File: config.mk
export PLATFORM = sky130hd
export DESIGN_NAME = gpio_mask_port
export DESIGN_NICKNAME = d
export VERILOG_FILES = /design/src/rtl/gpio_mask_pkg.sv /design/src/rtl/gpio_bus_decode.sv /design/src/rtl/gpio_dir_reg.sv /design/src/rtl/gpio_out_half.sv /design/src/rtl/gpio_in_sync.sv /design/src/rtl/gpio_mask_port.sv
export SDC_FILE = /design/constraint.sdc
export NUM_CORES = 1
export LEC_CHECK = 0
export ABC_CLOCK_PERIOD_IN_PS = 3300
export BUFFER_PORTS_ARGS = -buffer_cell sky130_fd_sc_hd__buf_2
export CORE_MARGIN = 8
export CORE_UTILIZATION = 54
export DETAILED_ROUTE_END_ITERATION = 16
export PLACE_DENSITY_LB_ADDON = 0.15
export SLEW_MARGIN = 5
export SYNTH_ARGS = -nofsm -noshare
export SYNTH_HDL_FRONTEND = slang
export SYNTH_SLANG_ARGS = --single-unit
File: constraint.sdc
create_clock -name clk -period 3.3 [get_ports clk]
set_input_delay 0.165 -clock clk [delete_from_list [all_inputs] [get_ports clk]]
set_output_delay 0.165 -clock clk [all_outputs]
set_load 0.02 [all_outputs]
File: src/rtl/gpio_mask_pkg.sv
package gpio_mask_pkg;
  localparam int PORT_W   = 32;
  localparam int HALF_W   = PORT_W / 2;
  localparam int BUS_AW   = 8;

  localparam logic [BUS_AW-1:0] OFF_DIR_SET = 8'h00;
  localparam logic [BUS_AW-1:0] OFF_DIR_CLR = 8'h04;
  localparam logic [BUS_AW-1:0] OFF_OUT_LO  = 8'h08;
  localparam logic [BUS_AW-1:0] OFF_OUT_HI  = 8'h0C;
  localparam logic [BUS_AW-1:0] OFF_IN_LVL  = 8'h10;

  // New latch half: take val where msk is 1, keep old elsewhere.
  function automatic logic [HALF_W-1:0] masked_merge(
      input logic [HALF_W-1:0] old_v,
      input logic [HALF_W-1:0] val,
      input logic [HALF_W-1:0] msk);
    return (old_v & ~msk) | (val & msk);
  endfunction

  function automatic logic [PORT_W-1:0] dir_apply(
      input logic [PORT_W-1:0] old_v,
      input logic [PORT_W-1:0] sel,
      input logic              do_set,
      input logic              do_clr);
    logic [PORT_W-1:0] r;
    r = old_v;
    if (do_set) r = r | sel;
    if (do_clr) r = r & ~sel;
    return r;
  endfunction
endpackage

File: src/rtl/gpio_bus_decode.sv
module gpio_bus_decode
  import gpio_mask_pkg::*;
#(
  parameter int ADDR_W = BUS_AW
) (
  input  logic [ADDR_W-1:0] addr,
  input  logic              we,
  output logic              wr_dir_set,
  output logic              wr_dir_clr,
  output logic [1:0]        wr_half
);
  always_comb begin
    wr_dir_set = we && (addr == ADDR_W'(OFF_DIR_SET));
    wr_dir_clr = we && (addr == ADDR_W'(OFF_DIR_CLR));
    wr_half[0] = we && (addr == ADDR_W'(OFF_OUT_LO));
    wr_half[1] = we && (addr == ADDR_W'(OFF_OUT_HI));
  end
endmodule

File: src/rtl/gpio_dir_reg.sv
module gpio_dir_reg
  import gpio_mask_pkg::*;
#(
  parameter int WIDTH = PORT_W
) (
  input  logic             clk,
  input  logic             rst_n,
  input  logic             do_set,
  input  logic             do_clr,
  input  logic [WIDTH-1:0] sel,
  output logic [WIDTH-1:0] dir_q
);
  always_ff @(posedge clk) begin
    if (!rst_n)
      dir_q <= '0;
    else if (do_set || do_clr)
      dir_q <= dir_apply(dir_q, sel, do_set, do_clr);
  end
endmodule

File: src/rtl/gpio_out_half.sv
module gpio_out_half
  import gpio_mask_pkg::*;
#(
  parameter int HW = HALF_W
) (
  input  logic          clk,
  input  logic          rst_n,
  input  logic          wr,
  input  logic [2*HW-1:0] wdata,
  output logic [HW-1:0] lat_q
);
  logic [HW-1:0] msk;
  logic [HW-1:0] val;
  assign msk = wdata[2*HW-1:HW];
  assign val = wdata[HW-1:0];

  always_ff @(posedge clk) begin
    if (!rst_n)
      lat_q <= '0;
    else if (wr)
      lat_q <= masked_merge(lat_q, val, msk);
  end
endmodule

File: src/rtl/gpio_in_sync.sv
module gpio_in_sync #(
  parameter int WIDTH  = 32,
  parameter int STAGES = 2
) (
  input  logic             clk,
  input  logic             rst_n,
  input  logic [WIDTH-1:0] raw,
  output logic [WIDTH-1:0] synced
);
  logic [WIDTH-1:0] stage_q [STAGES];

  generate
    for (genvar s = 0; s < STAGES; s++) begin : g_stage
      always_ff @(posedge clk) begin
        if (!rst_n)
          stage_q[s] <= '0;
        else if (s == 0)
          stage_q[s] <= raw;
        else
          stage_q[s] <= stage_q[(s == 0) ? 0 : s-1];
      end
    end
  endgenerate

  assign synced = stage_q[STAGES-1];
endmodule

File: src/rtl/gpio_mask_port.sv
module gpio_mask_port
  import gpio_mask_pkg::*;
#(
  parameter int ADDR_W      = BUS_AW,
  parameter int NUM_PINS    = PORT_W,
  parameter int SYNC_STAGES = 2
) (
  input  logic                clk,
  input  logic                rst_n,
  input  logic [ADDR_W-1:0]   bus_addr,
  input  logic                bus_we,
  input  logic [NUM_PINS-1:0] bus_wdata,
  output logic [NUM_PINS-1:0] bus_rdata,
  input  logic [NUM_PINS-1:0] pin_in,
  output logic [NUM_PINS-1:0] pin_oe,
  output logic [NUM_PINS-1:0] pin_out
);
  localparam int HW = NUM_PINS / 2;

  // Named internal events, observed by the bound checker.
  logic       wr_dir_set;
  logic       wr_dir_clr;
  logic [1:0] wr_half;

  logic [NUM_PINS-1:0] dir_q;
  logic [NUM_PINS-1:0] in_sync;
  logic [HW-1:0]       lat_half [2];

  gpio_bus_decode #(.ADDR_W(ADDR_W)) dec_i (
    .addr       (bus_addr),
    .we         (bus_we),
    .wr_dir_set (wr_dir_set),
    .wr_dir_clr (wr_dir_clr),
    .wr_half    (wr_half)
  );

  gpio_dir_reg #(.WIDTH(NUM_PINS)) dir_i (
    .clk    (clk),
    .rst_n  (rst_n),
    .do_set (wr_dir_set),
    .do_clr (wr_dir_clr),
    .sel    (bus_wdata),
    .dir_q  (dir_q)
  );

  generate
    for (genvar h = 0; h < 2; h++) begin : g_half
      gpio_out_half #(.HW(HW)) half_i (
        .clk   (clk),
        .rst_n (rst_n),
        .wr    (wr_half[h]),
        .wdata (bus_wdata),
        .lat_q (lat_half[h])
      );
      assign pin_out[h*HW +: HW] = lat_half[h];
    end
  endgenerate

  gpio_in_sync #(.WIDTH(NUM_PINS), .STAGES(SYNC_STAGES)) sync_i (
    .clk    (clk),
    .rst_n  (rst_n),
    .raw    (pin_in),
    .synced (in_sync)
  );

  assign pin_oe = dir_q;

  always_comb begin
    bus_rdata = '0;
    case (bus_addr)
      ADDR_W'(OFF_DIR_SET): bus_rdata = dir_q;
      ADDR_W'(OFF_OUT_LO):  bus_rdata[HW-1:0] = lat_half[0];
      ADDR_W'(OFF_OUT_HI):  bus_rdata[HW-1:0] = lat_half[1];
      ADDR_W'(OFF_IN_LVL):  bus_rdata = in_sync;
      default:              bus_rdata = '0;
    endcase
  end
endmodule

Yosys cells after proc, flatten, opt, wreduce, memory -nomap -nowiden
Memory sizes are Yosys's and may differ from the RTL's.
Cells that the tools add are included.
{"block": "op_classes", "n_eq_ne": 4, "reduce_logical": 6, "n_bitwise": 11, "n_mux": 10}
{"op": "2-to-1 mux 32 bit", "count": 6}
{"op": "one-hot mux 16 bit (4 select lines)", "count": 1}
{"op": "AND 16 bit", "count": 3}
{"op": "AND 32 bit", "count": 1}
{"op": "inverter 32 bit", "count": 1}
{"op": "OR 16 bit", "count": 2}
{"op": "OR 32 bit", "count": 1}
{"op": "one-hot mux 16 bit (2 select lines)", "count": 1}
{"op": "equality test 8 x 4 -> 1 bit (second input constant)", "count": 2}
{"op": "inverter 16 bit", "count": 1}
{"op": "equality test 8 x 3 -> 1 bit (second input constant)", "count": 1}
{"op": "equality test 8 x 5 -> 1 bit (second input constant)", "count": 1}
{"op": "logical NOT 8 bit", "count": 1}
{"op": "logical AND 1 bit", "count": 4}
{"op": "2-to-1 mux 1 bit", "count": 2}
{"op": "OR 1 bit", "count": 2}
{"op": "logical OR 1 bit", "count": 1}
{"block": "word_totals", "n_memories": 1, "out_inout_bits": 96, "ram_bits": 64, "register_bits": 64}
{"name": "sync_i.stage_q", "words": 2, "word_bits": 32, "read_ports": 2, "rd_ports_with_merged_regs": 0, "wr": 2, "line": "gpio_in_sync.sv:10", "text": "logic [WIDTH-1:0] stage_q [STAGES];"}

Depth between registers and ports, before layout
{"block": "logic_depth", "word_depth": 7, "mapped_depth": 6, "ltp_nobuf": 3}

By module
Synthesis repeated with hierarchy kept, for this count alone.
{"block": "hier_totals", "cells_unflattened": 531, "area_unflattened_um2": 5479.0}
{"mod": "gpio_in_sync", "cells_per_inst": 134, "seq_area_each_um2": 1281.2, "n_inst": 1, "area_each_um2": 1791.7}
{"mod": "gpio_out_half", "cells_per_inst": 85, "seq_area_each_um2": 320.3, "n_inst": 2, "area_each_um2": 750.7}
{"mod": "gpio_dir_reg", "cells_per_inst": 106, "seq_area_each_um2": 640.6, "n_inst": 1, "area_each_um2": 1271.2}
{"mod": "gpio_mask_port", "cells_per_inst": 113, "seq_area_each_um2": 0.0, "n_inst": 1, "area_each_um2": 859.6}
{"mod": "gpio_bus_decode", "cells_per_inst": 8, "seq_area_each_um2": 0.0, "n_inst": 1, "area_each_um2": 55.1}

Worst setup path before layout
OpenSTA, ideal clock, no wires.
{"block": "synth_path", "path_type": "input to output", "from": "in bus_addr[3]", "to": "out bus_rdata[21]", "t_arrival_ps": 1588, "stages": 6, "path_buffers": 3, "setup_slack_ps": 1547, "path_cell_list": "or4_1 buf_2 or2_1 buf_6 buf_6 nor2_1"}
{"block": "synth_via", "elab_chain_len": 2, "elab_cells_between_ends": 3, "cone_classes": "eq/ne (1); mux (1); reduce/logical (1)"}
{"item": "start, declared", "line": "gpio_mask_port.sv:10", "text": "input logic [ADDR_W-1:0] bus_addr,"}
{"item": "equality test 8 x 5 -> 1 bit or logical NOT 8 bit (tied branches)", "line": "gpio_mask_port.sv:70", "text": "case (bus_addr)"}
{"item": "one-hot mux 16 bit (2 select lines) *", "line": "gpio_mask_port.sv:70"}
{"item": "end, declared", "line": "gpio_mask_port.sv:13", "text": "output logic [NUM_PINS-1:0] bus_rdata,"}
Mark *: on every way between the ends. The rest lies on a longest branch, timed or not.

Final worst setup path
{"block": "layout_path", "from": "in bus_addr[3]", "to": "out bus_rdata[29]"}
Same word-level chain as after synthesis.

==> metrics.yaml <==
timing.setup.tns_ns: 0
via_per_inst: 5.77
synth_cell_types: 23
dp.cells: 768
diodes: 0
synthAdderAreaFrac_pct: 0
dp_hpwl_mm: 10.4
slew_headroom_pct: 20.0
htreeDepth: 4
gp_congestion: 0.802
regToRegSetupSlack_ns: 2.41
synth_area_um2: 5140
worst_pin_slew_ns: 1.20
drive_gt1_share_pct: 29.1
cts_tree: "yes"
cts_hold_buf: 64
finalNonFillerCells: 862
cts_buffers: 17
io_pins: 171
grt_overflow: 0
muxShareOfSynthArea_pct: 12.5
status: "finished clean"
setup_viol: 0
p_per_area_nw_per_um2: 517
syn-num-nets: 589
rsz0062_at_grt: "false"
ys_seq_area_share_pct: 49.8
fin_crit_sh_pct: 72.0
swShare_pct: 22.0
hold_violations: 0
synth-main-ff-cell: "dfxtp_1"
via_count: 4976
p_seq_share_pct: 42.4
syn_to_final_growth_pct: 41.0
arrival_ns: 2.21
yosysTopAreaCell: "dfxtp_1"
total_power_mw: 3.75
post-route-drc-count: 0
grt_pass1_wl_mm: 26.0
finalClockSkew_ns: 0.00377
grt_start_max_net_pins: 113
core_um2: 9240
clock.fmax_mhz: 421
drt_iter0_markers: 401
clock-sinks: 128
num_rows: 35
root_buffer: "clkbuf_8"
syn_inst: 514
async_reset_ff_share_pct: 0
synth_top_family_by_area: "simple AND/OR/NAND/NOR gates"
leakage_nw: 3.32
synth-xor-area-share_pct: 0
nets: 797
p_sw_mw: 0.824
syn_area_per_cell_um2: 10.0
ant_nets: 0
pwr-share-clk_pct: 50.5
stdcell_area_um2: 7250
end_kind: "output port"
cp_data_required_time_ns: 3.13
drv_cap: 0
synth-simple-area-share_pct: 20.0
critPathMaxFanout: 17
finalCriticalPeriod_ns: 2.38
fp.dieH_um: 114
start_util_pct: 55.7
synth-compound-area-share_pct: 13.2
dr.pass1.iters: 5
placed_cell_area_um2: 6010
cts_resized: 0
post_cts_buffers: 0
wl_mm: 16.5
synth-edff-count: 0
die_w_um: 114
yosys_warnings: 0
slew_viol_final: 0
start_kind: "input pin"
vdd_ir_drop_max_uv: 401
comb_power_share_pct: 7.1
dieArea_um2: 12900
hold_path.class: "input pin to flip-flop"
grt_pass1_vias: 4997
port_buffers: 170
internal_power_mw: 2.93
antenna_found_initial: 0
synth_top_area_share_pct: 49.8
grt_usage_pct: 25.1
worstSetupPathType: "input pin to output port"
synth_area_leaders: "dfxtp_1 50%, mux2i_1 12%, and2_1 7.8%"
wl_per_cell_um: 19.2
cts_buffer_depth: 2
fin_util_pct: 78.5
clk_latency_ns: 0.50
synth-seq-cells: 128
clk_pin_slew_ns: 0.06
-- cells in the mapped netlist, types with 2 or more instances --
master	instances
nor3_1	16
dfxtp_1	128
and4b_1	2
buf_6	2
nand4_1	32
a41oi_1	32
a221o_1	16
mux2i_1	64
nand2_1	48
buf_2	13
a211oi_1	32
clkbuf_1	38
nor2_1	17
nor3b_2	2
and2_1	64
-- cell families (layout without fill, tap and decap cells) --
logic type,after synthesis,in the layout
compound gates,80,80
buf+inv,54,273
flops,128,128
mux,64,64
simple gates,188,188
-- power by group through the flow --
stage	Clock, mW	Sequential, mW	Combinational [mW]
floorplan	0	1.62	0.106
global placement	0	1.62	0.195
detailed placement	0	1.63	0.198
CTS	1.92	1.59	0.259
global route	1.98	1.59	0.283
finish	1.90	1.59	0.265
-- layout by cell type (no fill, tap or decap), types with 8 or more instances in the layout --
| master | count |
|---|---|
| a211oi_1 | 32 |
| nand4_1 | 32 |
| dlygate4sd3_1 | 64 |
| a221o_1 | 16 |
| dfxtp_1 | 128 |
| buf_2 | 170 |
| clkbuf_16 | 16 |
| buf_4 | 8 |
| nor2_1 | 16 |
| nand2_1 | 48 |
| nor3_1 | 16 |
| and2_1 | 64 |
| a41oi_1 | 32 |
| mux2i_1 | 64 |
-- routing by layer --
layer	vias up	track usage, %	share of wire [%]
met4	0	9.33	2.1
met1	2377	30.6	41
met2	272	41.4	48
met3	29	6.66	8.7
met5	-	0	0
li1	2298	-	-
-- layout make-up --
cell class                 instances  area (µm²)
clock buffer                      17         414
clock inverter                    13         190
fill                             629        1990
inverter                           1        3.75
multi-input combinational        332        2370
sequential                       128        2560
tap                              129         161
timing repair buffer             242        1550
-- path summary, 6_finish.rpt --
check                              from                     to  depth (start not counted)
setup / recovery            bus_addr[3]          bus_rdata[29]                          5
hold / removal              bus_addr[6]              flip-flop                          5
setup reg to reg              flip-flop              flip-flop                          2
hold reg to reg   sync_i.stage_q[0][23]  sync_i.stage_q[1][23]                          1
-- stage by stage --
stage               worst slack, ns  hold WS, ns
finish                        0.925        0.292
global route                  0.883        0.302
CTS                            1.02        0.250
detailed placement             1.03        0.373
global placement               1.07        0.370
floorplan                      1.55        0.263
-- critical path, stage by stage --
cell,delay (ns)
buf_2,0.13
or4_1,0.89
or2_1,0.59
nor2_1,0.22
buf_2,0.19
No activity file was read; power rests on OpenSTA's default activity.
